==> src/rtl/stb_pkg.sv <==
// Shared constants for the status summary block: register width and the
// fixed bit positions that the controller decodes.
package stb_pkg;
    localparam int STB_W     = 8;
    localparam int BIT_ERR   = 2;
    localparam int BIT_QUES  = 3;
    localparam int BIT_MAV   = 4;
    localparam int BIT_ESB   = 5;
    localparam int BIT_MSS   = 6;
    localparam int BIT_OPER  = 7;
    // Bits that may contribute to the master summary.
    localparam logic [STB_W-1:0] SUMMARY_BITS =
        STB_W'((1 << BIT_ERR) | (1 << BIT_QUES) | (1 << BIT_MAV) |
               (1 << BIT_ESB) | (1 << BIT_OPER));
endpackage

==> src/rtl/stb_assemble.sv <==
// Places the five status levels into their bit positions and forms the live
// master summary against the enable mask.
// Assumes: inputs are synchronous levels; bit 6 and bits 1:0 carry no input.
module stb_assemble
    import stb_pkg::*;
#(
    parameter int W = STB_W
) (
    input  logic         err_pending,
    input  logic         quest_sum,
    input  logic         msg_avail,
    input  logic         event_sum,
    input  logic         oper_sum,
    input  logic [W-1:0] enable_mask,
    output logic [W-1:0] status_vec,
    output logic         mss
);
    // Place each level into its fixed position; unused bits stay at 0.
    always_comb begin
        status_vec           = '0;
        status_vec[BIT_ERR]  = err_pending;
        status_vec[BIT_QUES] = quest_sum;
        status_vec[BIT_MAV]  = msg_avail;
        status_vec[BIT_ESB]  = event_sum;
        status_vec[BIT_OPER] = oper_sum;
    end

    // Live OR of the enabled summary bits; bit 6 is outside SUMMARY_BITS.
    always_comb begin
        mss = |(status_vec & enable_mask & SUMMARY_BITS);
    end
endmodule

==> src/rtl/stb_mask_reg.sv <==
// Holds the service-request enable mask written by software.
// Assumes: the write strobe lasts one cycle per write; bit 6 is never stored.
module stb_mask_reg
    import stb_pkg::*;
#(
    parameter int W = STB_W
) (
    input  logic         clk,
    input  logic         rst_n,
    input  logic         wr_en,
    input  logic [W-1:0] wr_data,
    output logic [W-1:0] mask_q
);
    localparam logic [W-1:0] KEEP = ~(W'(1) << BIT_MSS);

    // Load the mask on a write, dropping the master-summary position.
    always_ff @(posedge clk) begin
        if (!rst_n)
            mask_q <= '0;
        else if (wr_en)
            mask_q <= wr_data & KEEP;
    end


    mask_load_chk: assert property (@(posedge clk) disable iff (!rst_n)
        wr_en |=> mask_q == ($past(wr_data) & KEEP));


    mask_hold_chk: assert property (@(posedge clk) disable iff (!rst_n)
        !wr_en |=> $stable(mask_q));
endmodule

==> src/rtl/stb_rqs_latch.sv <==
// Catches rising edges of the master summary into a request flag that a
// serial poll clears. A new edge in the same cycle as a poll wins.
// Assumes: poll_rd is a one-cycle strobe per poll.
module stb_rqs_latch (
    input  logic clk,
    input  logic rst_n,
    input  logic mss,
    input  logic poll_rd,
    output logic rqs
);
    logic mss_prev;
    logic set_evt;

    // A request arises only where the summary goes from 0 to 1.
    always_comb begin
        set_evt = mss & ~mss_prev;
    end

    // Keep the edge memory and the latched request.
    always_ff @(posedge clk) begin
        if (!rst_n) begin
            mss_prev <= 1'b0;
            rqs      <= 1'b0;
        end else begin
            mss_prev <= mss;
            if (set_evt)
                rqs <= 1'b1;
            else if (poll_rd)
                rqs <= 1'b0;
        end
    end


    rise_latch_chk: assert property (@(posedge clk) disable iff (!rst_n)
        set_evt |=> rqs);


    poll_clear_chk: assert property (@(posedge clk) disable iff (!rst_n)
        (poll_rd && !set_evt) |=> !rqs);


    rqs_hold_chk: assert property (@(posedge clk) disable iff (!rst_n)
        (!poll_rd && !set_evt) |=> $stable(rqs));
endmodule

==> src/rtl/stb_srq_top.sv <==
// Status summary register with its service-request path. It joins the level
// assembler, the enable mask and the request latch, and it forms the two read
// views that differ only in bit 6.
// Assumes: all inputs are synchronous to clk; strobes are held low in reset.
module stb_srq_top
    import stb_pkg::*;
#(
    parameter int W = STB_W
) (
    input  logic         clk,
    input  logic         rst_n,
    input  logic         err_pending,
    input  logic         quest_sum,
    input  logic         msg_avail,
    input  logic         event_sum,
    input  logic         oper_sum,
    input  logic         sre_wr_en,
    input  logic [W-1:0] sre_wr_data,
    output logic [W-1:0] sre_q,
    output logic [W-1:0] query_data,
    input  logic         poll_rd,
    output logic [W-1:0] poll_data,
    output logic         srq
);
    localparam logic [W-1:0] NO_MSS = ~(W'(1) << BIT_MSS);

    logic [W-1:0] status_vec;
    logic         mss;
    logic         rqs;

    stb_mask_reg #(.W(W)) u_mask (
        .clk     (clk),
        .rst_n   (rst_n),
        .wr_en   (sre_wr_en),
        .wr_data (sre_wr_data),
        .mask_q  (sre_q)
    );

    stb_assemble #(.W(W)) u_asm (
        .err_pending (err_pending),
        .quest_sum   (quest_sum),
        .msg_avail   (msg_avail),
        .event_sum   (event_sum),
        .oper_sum    (oper_sum),
        .enable_mask (sre_q),
        .status_vec  (status_vec),
        .mss         (mss)
    );

    stb_rqs_latch u_rqs (
        .clk     (clk),
        .rst_n   (rst_n),
        .mss     (mss),
        .poll_rd (poll_rd),
        .rqs     (rqs)
    );

    // Query view: live summary in bit 6.
    always_comb begin
        query_data          = status_vec;
        query_data[BIT_MSS] = mss;
    end

    // Poll view: latched request in bit 6.
    always_comb begin
        poll_data          = status_vec;
        poll_data[BIT_MSS] = rqs;
    end

    // Interrupt line follows the latched request.
    always_comb begin
        srq = rqs;
    end


    query_mss_chk: assert property (@(posedge clk) disable iff (!rst_n)
        query_data[BIT_MSS] == |(query_data & sre_q & SUMMARY_BITS));


    poll_bits_chk: assert property (@(posedge clk) disable iff (!rst_n)
        (poll_data & NO_MSS) == (query_data & NO_MSS));


    low_bits_chk: assert property (@(posedge clk) disable iff (!rst_n)
        (query_data[1:0] == 2'b00) && (poll_data[1:0] == 2'b00));


    srq_drop_chk: assert property (@(posedge clk) disable iff (!rst_n)
        (poll_rd && $past(mss) && mss) |=> !srq);
endmodule

==> config.mk <==
export PLATFORM = sky130hd
export DESIGN_NAME = stb_srq_top
export DESIGN_NICKNAME = d
export VERILOG_FILES = /design/src/rtl/stb_pkg.sv /design/src/rtl/stb_assemble.sv /design/src/rtl/stb_mask_reg.sv /design/src/rtl/stb_rqs_latch.sv /design/src/rtl/stb_srq_top.sv
export SDC_FILE = /design/constraint.sdc
export NUM_CORES = 1
export LEC_CHECK = 0
export ABC_AREA = 1
export BUFFER_PORTS_ARGS = -buffer_cell sky130_fd_sc_hd__clkbuf_2
export CELL_PAD_IN_SITES_DETAIL_PLACEMENT = 1
export CELL_PAD_IN_SITES_GLOBAL_PLACEMENT = 1
export CORE_AREA = 2 2 53 55
export CTS_CLUSTER_DIAMETER = 40
export CTS_CLUSTER_SIZE = 16
export DETAILED_ROUTE_END_ITERATION = 8
export DIE_AREA = 0 0 55 57
export GPL_TIMING_DRIVEN = 0
export PLACE_DENSITY = 0.77
export RECOVER_POWER = 25
export SLEW_MARGIN = 10
export SYNTH_ARGS = -nofsm -noshare
export SYNTH_HDL_FRONTEND = slang
export SYNTH_SLANG_ARGS = --single-unit
==> constraint.sdc <==
create_clock -name clk -period 0.8 [get_ports clk]
set_clock_uncertainty 0.2 [all_clocks]
set_input_delay 0.08 -clock clk [delete_from_list [all_inputs] [get_ports clk]]
set_output_delay 0.08 -clock clk [all_outputs]
set_load 0.02 [all_outputs]
==> run summary <==
outcome = complete, but fails checks
failing checks = hold timing, setup timing
first drt pass iteration count = 2
Die X = 55 µm
H-tree levels = 1
GR Util met1 = 0.111
Seq cells post-synth = 9
Cells on Worst Hold Path = 3
Place WS = -0.371 ns
reg2reg setup slack = -0.37 ns
largest net degree at the start of global routing = 11
final hold vios = 8
met2 GRT Util = 0.175
CTS buffer count = 3
Total Wirelength = 1.50 mm
Gate Count Post-Synth = 66
Area contributors post-synth = dfxtp_1 (37%), buf_4 (26%), nor2_1 (11%)
Setup CP Type = register to output port
Syn Area/Cell = 7.30 µm²
crit-path cells = nand2_1 > nand2_1 > nor2_2 > nand2_2 > buf_6 > buf_6
PD cells = 1490 mW/mm²
Final period util = 1.76
synth unique cells = 14
most frequent cell after synthesis = buf_4
gr ovfl total = 0
Die H = 57 µm
# IOs = 42
Ys Warns = 0
initial antenna violation count = 0
clock root buffer = clkbuf_4
hold_ws = -0.151 ns
HP Class = input port to register
antenna fix cells = 0
Final HPWL DP = 1.18 mm
Final Max Tran Viols = 0
core area = 0.00262 mm²
Compound-Gate Fraction of Synth Area = 0.0883
synthesized-area fraction occupied by adder cells = 0
clock-pin slew on the worst setup and hold paths = 0.06 ns
Critical Path RT = 0.52 ns
simple-gate portion of the synthesized area = 0.223
async set or reset register ratio after synthesis = 0
row count = 19
CTS sink count = 9
first-pass GRT wire length = 2.32 mm
Final nets = 133
Skew-Pair Late Insertion Delay = 0.25 ns
Crit path max-delay family = simple AND/OR/NAND/NOR gates
min-delay src = sre_wr_data[0]
Clock Tree Buf Depth = 2
vias per std cell = 3.84
PnR worst setup slack = -0.611 ns
die area = 0.00314 mm²
endpoint of the worst hold path = u_mask.mask_q[0]
Slowest-stage cell, CP = dfxtp_2
Cell Area, Synth = 482 µm²
r2r endpoint = u_rqs.rqs
largest family of logic cells by synthesized area = buffers and inverters
cell taking the most area after synthesis = dfxtp_1
Primary FF master, synth = dfxtp_1
setup TNS = -4.01 ns
WP data arrival = 1.13 ns
multiplexer share of the synthesized area = 0
setup violators final = 17
initial core utilization = 0.184
area growth from synthesis to layout = 95.3%
vias in the first global route = 520
CP max stage delay = 0.32 ns
register area share after synthesis = 0.374
fin crit period = 1.41 ns
PortBufs = 34
crit-path max FO = 2
Post-synth EDFFs = 0
VDD IR max = 0.513 mV
global placement routability congestion = 0.686
fmax = 0.709 GHz
post-synth top area share = 0.374
Max-Cap Viols = 0
leakage power total = 0.509 nW
top post-synthesis cells by count = buf_4 (17), nor2_1 (14), dfxtp_1 (9)
DR iter-0 viols = 7
reg-to-reg startpoint = u_mask.mask_q[3]
CTS tree = done
drt drc = 0
crit start category = register
Post-DRT Antenna Nets = 0
Post-Synth XOR/XNOR Area = 0
via count = 561
worst r2r path cells = 7
Routed WL per cell = 10.3 µm
RSZ-0062 raised after global routing = true
met3 GRT Util = 0.0236
layout cell share with drive strength beyond 1 = 0.696
GRT Util Overall = 0.103
Power Total = 1.41 mW
Buf/Inv on CP = 2
CP Capture Type = output port
grt peak-use layer = met2
-- final cells by class --
class	count	area [µm²]
Multi-Input combinational cell	39	196
Clock inverter	1	5.00
Clock buffer	3	22.5
Sequential cell	9	198
Tap cell	31	38.8
Timing Repair Buffer	41	325
Inverter	4	15.0
Fill cell	327	1670
Buffer	18	140
-- where the power goes --
group          internal, mW  leakage, nW  switching, mW  total (mW)
Combinational         0.291        0.413          0.250       0.541
Clock                 0.184       0.0177          0.160       0.344
Sequential            0.488       0.0781         0.0340       0.522
Total                 0.963        0.509          0.443        1.41
-- layer usage --
metal	routed length [µm]	part of all wire
met1	495	0.33
met2	888	0.59
met3	105	0.070
met4	14	0.0093
met5	0	0
-- registers in the layout, indices dropped and copies added, names as in the netlist --
signal and count:
u_rqs.rqs 1, u_rqs.mss_prev 1, u_mask.mask_q 7
-- worst min-delay path, cell delays in order --
cell and delay, ns:
clkbuf_2 0.08, nor2_1 0.04, nor2_1 0.08
-- what timing repair did --
| item | CTS | global route |
|---|---|---|
| pin swaps | 0 | 3 |
| endpoints found under the setup margin | 17 | 19 |
| resized for setup | 25 | 22 |
| hold endpoints to repair | 8 | 8 |
| buffers inserted | 4 | 4 |
-- cells in the final DEF (no fill, tap or decap), drive strengths merged --
master	Yosys	layout
buf	17	34
clkbuf	1	28
nor2	15	15
nand2	9	9
dfxtp	9	9
o21ai	7	7
conb	1	5
inv	4	4
nand3	1	1
nand3b	1	1
a21boi	1	1
clkinv	0	1
-- worst max path at each step --
stage / start / endpoint / slack (ns) / cells past startpoint
finish: u_mask.mask_q[3] / query_data[6] / -0.61 / 6
global route: u_mask.mask_q[3] / query_data[6] / -0.69 / 6
global placement: u_mask.mask_q[5] / query_data[6] / -0.37 / 6
CTS: u_mask.mask_q[5] / query_data[6] / -0.64 / 6
floorplan: u_mask.mask_q[2] / query_data[6] / -0.23 / 5
detailed placement: u_mask.mask_q[3] / query_data[6] / -0.37 / 6
-- metrics by stage --
stage	utilization	hold WS, ns	cell area [µm²]	std cells
after global placement	0.275	0.102	718	135
after CTS	0.333	-0.156	872	143
final	0.360	-0.151	941	146
after detailed placement	0.275	0.116	718	135
after floorplan	-	0.0148	509	70
after global routing	0.360	-0.145	941	146
-- cell families (layout without fill, tap and decap cells) --
logic type | Yosys count | after routing
buffers and inverters | 22 | 67
AOI/OAI and AO/OA | 8 | 8
and+or+nand+nor | 26 | 26
other | 1 | 5
DFF | 9 | 9
(Power assumes the default switching activity.)
